===== src/rtl/ptr_agen_pkg.sv =====
package ptr_agen_pkg;

    localparam int ADDR_W  = 16;
    localparam int PAGE_W  = 12;
    localparam int BYTE_W  = 8;
    localparam int NUM_PTR = 4;
    localparam int SEL_W   = $clog2(NUM_PTR);
    localparam int OP_W    = 3;

    typedef enum logic [OP_W-1:0] {
        OP_IDLE    = 3'd0,
        OP_ADVANCE = 3'd1,
        OP_INDEX   = 3'd2,
        OP_AUTOIDX = 3'd3,
        OP_SWAP_PC = 3'd4,
        OP_SWAP_HI = 3'd5,
        OP_SWAP_LO = 3'd6,
        OP_SPARE   = 3'd7
    } agen_op_e;

endpackage


===== src/rtl/agen_offset_sel.sv =====
module agen_offset_sel #(
    parameter int DISP_W = 8,
    parameter int PAGE_W = 12
) (
    input  logic [DISP_W-1:0] disp,
    input  logic [DISP_W-1:0] ext_val,
    output logic [PAGE_W-1:0] offset,
    output logic              negative
);
    localparam logic [DISP_W-1:0] ESCAPE = DISP_W'(1) << (DISP_W - 1);

    logic [DISP_W-1:0] chosen;

    always_comb begin
        chosen = (disp == ESCAPE) ? ext_val : disp;
    end

    generate
        if (PAGE_W > DISP_W) begin : g_widen
            assign offset = {{(PAGE_W - DISP_W){chosen[DISP_W-1]}}, chosen};
        end else begin : g_trim
            assign offset = chosen[PAGE_W-1:0];
        end
    endgenerate

    assign negative = chosen[DISP_W-1];
endmodule


===== src/rtl/agen_page_add.sv =====
module agen_page_add #(
    parameter int ADDR_W = 16,
    parameter int PAGE_W = 12
) (
    input  logic [ADDR_W-1:0] base,
    input  logic [PAGE_W-1:0] offset,
    output logic [ADDR_W-1:0] result
);
    logic [PAGE_W-1:0] low_sum;

    always_comb begin
        low_sum = base[PAGE_W-1:0] + offset;
        result  = {base[ADDR_W-1:PAGE_W], low_sum};
    end
endmodule


===== src/rtl/agen_ptr_file.sv =====
module agen_ptr_file #(
    parameter int ADDR_W  = 16,
    parameter int NUM_PTR = 4
) (
    input  logic                           clk,
    input  logic                           rst_n,
    input  logic [NUM_PTR-1:0]             wr_en,
    input  logic [NUM_PTR-1:0][ADDR_W-1:0] wr_data,
    output logic [NUM_PTR-1:0][ADDR_W-1:0] ptr_q
);
    genvar gi;
    generate
        for (gi = 0; gi < NUM_PTR; gi++) begin : g_ptr
            always_ff @(posedge clk or negedge rst_n) begin
                if (!rst_n) begin
                    ptr_q[gi] <= '0;
                end else if (wr_en[gi]) begin
                    ptr_q[gi] <= wr_data[gi];
                end
            end
        end
    endgenerate
endmodule


===== src/rtl/ptr_agen.sv =====
module ptr_agen
    import ptr_agen_pkg::*;
#(
    parameter int ADDR_W = ptr_agen_pkg::ADDR_W,
    parameter int PAGE_W = ptr_agen_pkg::PAGE_W
) (
    input  logic                              clk,
    input  logic                              rst_n,
    input  logic                              op_valid,
    input  logic [ptr_agen_pkg::OP_W-1:0]     op,
    input  logic [ptr_agen_pkg::SEL_W-1:0]    ptr_sel,
    input  logic [ptr_agen_pkg::BYTE_W-1:0]   disp,
    input  logic [ptr_agen_pkg::BYTE_W-1:0]   ext_val,
    input  logic [ptr_agen_pkg::BYTE_W-1:0]   acc_in,
    output logic [ADDR_W-1:0]                 eff_addr,
    output logic [ptr_agen_pkg::BYTE_W-1:0]   acc_out,
    output logic [ADDR_W-1:0]                 pc_out,
    output logic [ADDR_W-1:0]                 p1_out,
    output logic [ADDR_W-1:0]                 p2_out,
    output logic [ADDR_W-1:0]                 p3_out
);
    localparam int HI_LSB = ADDR_W - BYTE_W;

    agen_op_e                          op_e;
    logic [NUM_PTR-1:0][ADDR_W-1:0]    ptr_q;
    logic [NUM_PTR-1:0][ADDR_W-1:0]    wr_data;
    logic [NUM_PTR-1:0]                wr_req;
    logic [NUM_PTR-1:0]                wr_en;
    logic [ADDR_W-1:0]                 sel_ptr;
    logic [ADDR_W-1:0]                 pc_now;
    logic [ADDR_W-1:0]                 moved_ptr;
    logic [ADDR_W-1:0]                 next_pc;
    logic [PAGE_W-1:0]                 offset;
    logic                              off_neg;

    assign op_e    = agen_op_e'(op);
    assign sel_ptr = ptr_q[ptr_sel];
    assign pc_now  = ptr_q[0];

    agen_offset_sel #(.DISP_W(BYTE_W), .PAGE_W(PAGE_W)) u_offset (
        .disp     (disp),
        .ext_val  (ext_val),
        .offset   (offset),
        .negative (off_neg)
    );

    agen_page_add #(.ADDR_W(ADDR_W), .PAGE_W(PAGE_W)) u_index_add (
        .base   (sel_ptr),
        .offset (offset),
        .result (moved_ptr)
    );

    agen_page_add #(.ADDR_W(ADDR_W), .PAGE_W(PAGE_W)) u_pc_add (
        .base   (pc_now),
        .offset (PAGE_W'(1)),
        .result (next_pc)
    );

    always_comb begin
        wr_req   = '0;
        wr_data  = ptr_q;
        eff_addr = sel_ptr;
        acc_out  = acc_in;
        unique case (op_e)
            OP_IDLE, OP_SPARE: begin
            end
            OP_ADVANCE: begin
                eff_addr   = next_pc;
                wr_req[0]  = 1'b1;
                wr_data[0] = next_pc;
            end
            OP_INDEX: begin
                eff_addr = moved_ptr;
            end
            OP_AUTOIDX: begin
                eff_addr         = off_neg ? moved_ptr : sel_ptr;
                wr_req[ptr_sel]  = 1'b1;
                wr_data[ptr_sel] = moved_ptr;
            end
            OP_SWAP_PC: begin
                wr_req[0]        = 1'b1;
                wr_data[0]       = sel_ptr;
                wr_req[ptr_sel]  = 1'b1;
                wr_data[ptr_sel] = (ptr_sel == '0) ? sel_ptr : pc_now;
            end
            OP_SWAP_HI: begin
                acc_out          = sel_ptr[ADDR_W-1:HI_LSB];
                wr_req[ptr_sel]  = 1'b1;
                wr_data[ptr_sel] = {acc_in, sel_ptr[HI_LSB-1:0]};
            end
            OP_SWAP_LO: begin
                acc_out          = sel_ptr[BYTE_W-1:0];
                wr_req[ptr_sel]  = 1'b1;
                wr_data[ptr_sel] = {sel_ptr[ADDR_W-1:BYTE_W], acc_in};
            end
            default: begin
            end
        endcase
    end

    assign wr_en = op_valid ? wr_req : '0;

    agen_ptr_file #(.ADDR_W(ADDR_W), .NUM_PTR(NUM_PTR)) u_ptrs (
        .clk     (clk),
        .rst_n   (rst_n),
        .wr_en   (wr_en),
        .wr_data (wr_data),
        .ptr_q   (ptr_q)
    );

    assign pc_out = ptr_q[0];
    assign p1_out = ptr_q[1];
    assign p2_out = ptr_q[2];
    assign p3_out = ptr_q[3];
endmodule


===== config.mk =====
export PLATFORM = sky130hd
export DESIGN_NAME = ptr_agen
export DESIGN_NICKNAME = d
export VERILOG_FILES = /design/src/rtl/ptr_agen_pkg.sv /design/src/rtl/agen_offset_sel.sv /design/src/rtl/agen_page_add.sv /design/src/rtl/agen_ptr_file.sv /design/src/rtl/ptr_agen.sv
export SDC_FILE = /design/constraint.sdc
export NUM_CORES = 1
export LEC_CHECK = 0
export BUFFER_PORTS_ARGS = -buffer_cell sky130_fd_sc_hd__clkbuf_2
export CAP_MARGIN = 40
export CORE_UTILIZATION = 56
export CTS_CLUSTER_DIAMETER = 150
export DETAILED_ROUTE_END_ITERATION = 8
export GPL_TIMING_DRIVEN = 0
export PLACE_DENSITY_LB_ADDON = 0.2
export SLEW_MARGIN = 20
export SYNTH_ARGS = -nofsm -noshare
export SYNTH_HDL_FRONTEND = slang
export SYNTH_SLANG_ARGS = --single-unit

===== constraint.sdc =====
create_clock -name clk -period 4.7 [get_ports clk]
set_clock_uncertainty 0.15 [all_clocks]
set_input_delay 0.47 -clock clk [delete_from_list [all_inputs] [get_ports clk]]
set_output_delay 0.47 -clock clk [all_outputs]
set_load 0.02 [all_outputs]

After elaboration in Yosys (flattened, before gate mapping)
Index checks and enable logic that the tools add are counted.

Add/sub/neg operators: 2. Multiply operators: 0. Div/mod/pow operators: 0. $lt $le $gt $ge: 2. Eq/ne operators: 7. Shift-type cells: 0. Multiplexer cells: 20. Bitwise logic cells: 1. Reduce and logical (&&, ||, !) cells: 12.

Operators by type and width (number): bitwise mux 64 bit (4); one-hot mux 48 bit (4 select lines) (1); one-hot mux 16 bit (5 select lines) (1); two-way mux 16 bit (3); one-hot mux 16 bit (3 select lines) (1); binary-select mux 16 bit (select 2 bit) (1); demux 16 bit (select 2 bit) (1); one-hot mux 8 bit (2 select lines) (1); adder 12 x 1 -> 12 bit, second input constant (1); adder 12 bit (1); two-way mux 12 bit (1); equality test 3 bit, second input constant (3); equality test 8 bit, second input constant (1); two-way mux 8 bit (1); AND reduction 2 bit (4); equality test 3 x 2 -> 1 bit, second input constant (2); nonzero test 5 bit (1); two-way mux 4 bit (1); nonzero test 4 bit (1); OR reduction 4 bit (1); equality test 3 x 1 -> 1 bit, second input constant (1); < comparator 2 x 3 -> 1 bit, second input constant (1); two-way mux 3 bit (1); AND reduction 3 bit (1); 9 further kinds (9).

Bits in registers: 64. Latch bits: 0. RAM bits: 0. Memory bits (read-only): 0. Memories kept: 0.

Logic depth before layout (Yosys ltp)
Word-level depth: 7. Mapped depth: 14. Gate-level depth less buffers: 14.

Cells and area by module
From an unflattened synthesis, not the netlist that was laid out.

Cell total of the unflattened synthesis: 954. Area total of the unflattened synthesis: 7966.4 um2.

Modules (own cells, without submodules): ptr_agen (instances 1, cells an instance 665, area an instance 4096.4 um2, sequential area each 0.0 um2); agen_ptr_file (instances 1, cells an instance 136, area an instance 2597.5 um2, sequential area each 1601.5 um2); agen_page_add (instances 2, cells an instance 63, area an instance 533.0 um2, sequential area each 0.0 um2); agen_offset_sel (instances 1, cells an instance 27, area an instance 206.4 um2, sequential area each 0.0 um2).

Worst setup path after synthesis
No wires, ideal clock.

Path kind: in2out. Start: in disp[1] (netlist bit). End: out eff_addr[9]. Data arrival time: 3449 ps. Setup slack: 631 ps. Stages: 12. Path buffers: 0. Cell sequence: or4_1 nor3_1 nand2_1 nor2_1 a21o_1 ha_1 and3_1 a211oi_2 a21oi_2 o41a_1 xnor2_2 o221ai_1.

Longest elaborated chain between the ends: 5.

RTL lines: start, declared (RTL line ptr_agen.sv:12) `input logic [ptr_agen_pkg::BYTE_W-1:0] disp,`; equality test 8 bit (RTL line agen_offset_sel.sv:15) `chosen = (disp == ESCAPE) ? ext_val : disp;`; two-way mux 8 bit (*) (RTL line agen_offset_sel.sv:15); adder 12 bit (RTL line agen_page_add.sv:12) `low_sum = base[PAGE_W-1:0] + offset;`; two-way mux 12 bit (RTL line ptr_agen.sv:76) `eff_addr = off_neg ? moved_ptr : sel_ptr;`; one-hot mux 16 bit (3 select lines) (*) (RTL line ptr_agen.sv:64) `unique case (op_e)`; end, declared (RTL line ptr_agen.sv:15) `output logic [ADDR_W-1:0] eff_addr,`.

Mark *: on every way between the ends. The rest lies on a longest branch, timed or not.

Worst setup path in the final report
Start: in ptr_sel[1] (netlist bit). End: out eff_addr[6].

Longest elaborated chain between the ends: 5.

RTL lines: start, declared (RTL line ptr_agen.sv:11) `input logic [ptr_agen_pkg::SEL_W-1:0] ptr_sel,`; binary-select mux 16 bit (select 2 bit) (*) (RTL line ptr_agen.sv:37) `assign sel_ptr = ptr_q[ptr_sel];`; two-way mux 16 bit (not written as such) (*) (RTL line ptr_agen.sv:37); adder 12 bit (RTL line agen_page_add.sv:12); two-way mux 12 bit (RTL line ptr_agen.sv:76); one-hot mux 16 bit (3 select lines) (*) (RTL line ptr_agen.sv:64).

Mark *: on every way between the ends. The rest lies on a longest branch, timed or not. The select of a mux whose other input is x is not followed.

==> key figures <==
Global route
  – Final global-route overflow total: 0
  – Global-route wire length before repair: 35200 um
  – Pin count of the biggest net entering global routing: 38
  – Antenna violations before repair: 0
  – Via count of the first global-routing pass: 6027
  – Gr usage total: 0.476

Synthesis
  – Seq/Total Area, Yosys: 0.293
  – Share of the synthesized area in the top cell type: 0.293
  – Post-synthesis net count: 746
  – Number of synthesized flops with an enable pin: 0
  – Cells after Synth: 700
  – Avg Inst Size Synth: 7.81 um^2
  – Dominant cell type by area after synthesis: dfrtp_1
  – Share of flip-flops with an asynchronous set or reset after synthesis: 1.00
  – Area of the mapped netlist: 5470 um^2
  – Count of unique library cells instantiated by Yosys: 70
  – Synth top area cells: dfrtp_1 (29%), nand2_1 (9.3%), o21ai_0 (8.6%)
  – Most used DFF post-synth: dfrtp_1
  – Flops & latches, synth: 64
  – Yosys warnings: 0

CTS
  – Total number of clock tree sinks: 64
  – TritonCTS clock tree: built
  – Post-CTS Setup Repair Bufs: 0
  – Cell at the root of the clock tree: clkbuf_8
  – H-tree levels: 3
  – Clock-pin slew on the worst setup and hold paths: 0.08 ns
  – Number of buffers created by CTS: 9
  – Maximum clock insertion buffer count: 2
  – Clk Latency, worst-skew pair: 0.37 ns

Status
  – Run status: finished clean

Final layout
  – Count of non-filler cells in the finished layout: 961
  – Finished Core Util: 0.696
  – Antenna cells: 0
  – Filler cells: 813
  – Area delta synth->final: 18.7%
  – Fraction of layout cells with a size suffix above 1: 0.221
  – Count of nets after finishing: 873

Drt
  – Antenna viol nets, final: 0
  – Number of iterations in the first detailed-routing pass: 8
  – Met2 wire len: 10300 um
  – Sum of routed wire segments on met1: 8850 um
  – Iter 0 DRT Violations: 949
  – Post-route DRC violation count: 0
  – Via total after detailed routing: 6688
  – Routed wl met3: 3550 um
  – Highest metal layer used by the detailed router: met4
  – Average wire per standard cell: 24.8 um
  – Avg Vias per Cell: 6.96
  – Wirelength, routed: 23800 um

Timing
  – Setup violations, final: 0
  – Post-layout minimum cycle time: 4.67 ns
  – Worst rel slew slack: 0.378
  – Worst slew pin tran: 0.930 ns
  – Final Hold Vio Count: 0
  – Fin. max-slew vios: 0
  – Final cycle utilization of the critical path: 0.994
  – Upper clock frequency limit: 0.214 GHz
  – Setup repair after global routing missed its margin: yes

Pwr
  – Leakage power: 2.97 nW
  – Worst-case vdd ir drop: 0.394 mV
  – Power per Cell Area: 588 nW/um^2

Floorplanning
  – Num rows: 35
  – Die footprint: 10200 um^2
  – Initial Utilization: 0.586
  – Chip Width: 101 um
  – Die Y: 101 um
  – Io pins: 120
  – Total core area: 9330 um^2

Min path
  – Class of the tightest hold or removal check: reg -> reg

Worst setup path
  – Critical-path maximum fanout: 10
  – Crit path required time: 4.08 ns
  – Kind of start point of the critical path: primary input
  – Data arrival time of the worst path: 4.05 ns
  – Type of element capturing the critical path: output pin
  – Type of the setup path with the least slack: in -> out

Job
  – Max capacitance violation total: 0

Place
  – Input/output buffers: 113
  – Number of cells after detailed placement: 944
  – DP Wirelength: 17600 um
  – Routability congestion estimate from global placement: 1.04
[cells in the mapped netlist, types with 2 or more instances]
cell,count
nand2_1,135
o21ai_0,94
dfrtp_1,64
a21oi_1,58
nor2_1,48
a22oi_1,31
clkbuf_1,26
buf_2,17
a21o_1,15
mux4_2,15
ha_1,13
a22o_1,11
mux2i_1,10
xnor2_1,10
nand3_1,9
nor2b_1,9
nor3_1,9
xor2_1,9
and3_1,8
nand2b_1,8
buf_1,7
inv_1,7
o22ai_1,7
a31oi_1,6
and2_1,5
a211oi_1,4
buf_4,4
a221o_1,3
o221a_2,3
o221ai_1,3
a311oi_1,2
a32oi_1,2
and3b_1,2
clkbuf_2,2
mux2_2,2
nand4_1,2
o211ai_1,2
o21a_1,2
o311ai_0,2
o32a_1,2
or3_1,2
or4_1,2
[critical path, stage by stage]
cell,delay [ns]
buf_2,0.19
buf_4,0.24
buf_2,0.32
mux4_2,0.44
ha_1,0.26
fa_1,0.48
a21o_1,0.21
a221oi_2,0.41
xor2_1,0.63
o21ai_0,0.21
clkbuf_2,0.20
[through the flow]
| step | setup TNS, ns | hold slack (ns) | worst slack [ns] | area, um^2 | power [W] |
|---|---|---|---|---|---|
| 2_1_floorplan | 0 | 0.0244 | 0.631 | 5470 | 0.00227 |
| 3_3_place_gp | 0 | 0.338 | 0.0154 | 6190 | 0.00298 |
| 3_5_place_dp | 0 | 0.309 | 0.0459 | 6220 | 0.00304 |
| 4_1_cts | 0 | 0.368 | 0.0370 | 6470 | 0.00367 |
| 5_1_grt | -0.0442 | 0.401 | -0.0442 | 6490 | 0.00394 |
| 6_report | 0 | 0.371 | 0.0292 | 6490 | 0.00382 |
[cell usage in the layout, fill, tap and decap left out, types with 10 or more instances in the layout]
cell        n
o21ai_0    94
buf_2      18
nand2_1   135
a22o_1     11
clkbuf_1   27
a21oi_1    58
dfrtp_1    64
clkbuf_2  114
mux2i_1    10
a21o_1     15
ha_1       13
nor2_1     47
mux4_2     15
a22oi_1    31
[metal layers]
layer	GRT usage	vias up
met5	0	-
met4	0.279	0
met3	0.116	122
met2	0.678	637
met1	0.657	3101
li1	-	2828
[timing repair]
item	in CTS	in global routing
setup endpoints to repair	0	3
resized for setup	0	3
hold buffers	1	0
hold endpoints to repair	27	0
[cell type report]
cell class                 instances  area, um^2  area share
sequential                        64        1600       0.247
buffer                            56         249      0.0384
timing repair buffer             116         603      0.0929
multi-input combinational        573        3610       0.556
inverter                           7        26.3     0.00405
clock buffer                      10         128      0.0197
clock inverter                     6         115      0.0177
tap                              129         161      0.0249
[power by group]
group	switching [W]	total [W]	internal [W]	leakage, nW
sequential	0.000207	0.000941	0.000734	0.812
combinational	0.00149	0.00225	0.000757	2.04
clock	0.000269	0.000626	0.000357	0.117
total	0.00197	0.00382	0.00185	2.97
[cell families (layout without fill, tap and decap cells)]
| family | count (synthesis) | after routing | share of synthesized area |
|---|---|---|---|
| AO/OA/AOI/OAI | 268 | 268 | 0.312 |
| XOR/XNOR | 20 | 20 | 0.0334 |
| adder cells (fa/ha/maj) | 14 | 14 | 0.0334 |
| buffers and inverters | 63 | 195 | 0.0504 |
| flip-flops | 64 | 64 | 0.293 |
| multiplexers | 27 | 27 | 0.0842 |
| AND/OR/NAND/NOR | 244 | 244 | 0.193 |
[final timing paths]
check	slack (ns)	end	from	cells past startpoint
setup / recovery	0.03	eff_addr[6]	ptr_sel[1]	11
hold / removal	0.37	flip-flop	flip-flop	2
setup reg to reg	0.41	flip-flop	u_ptrs.ptr_q[0]	10
hold reg to reg	0.37	flip-flop	flip-flop	2
max in group asynchronous	3.36	asynchronous set/reset pin	rst_n	3
min in group asynchronous	0.46	u_ptrs.ptr_q[0]	rst_n	2
Power figures use the tool's default switching activity.
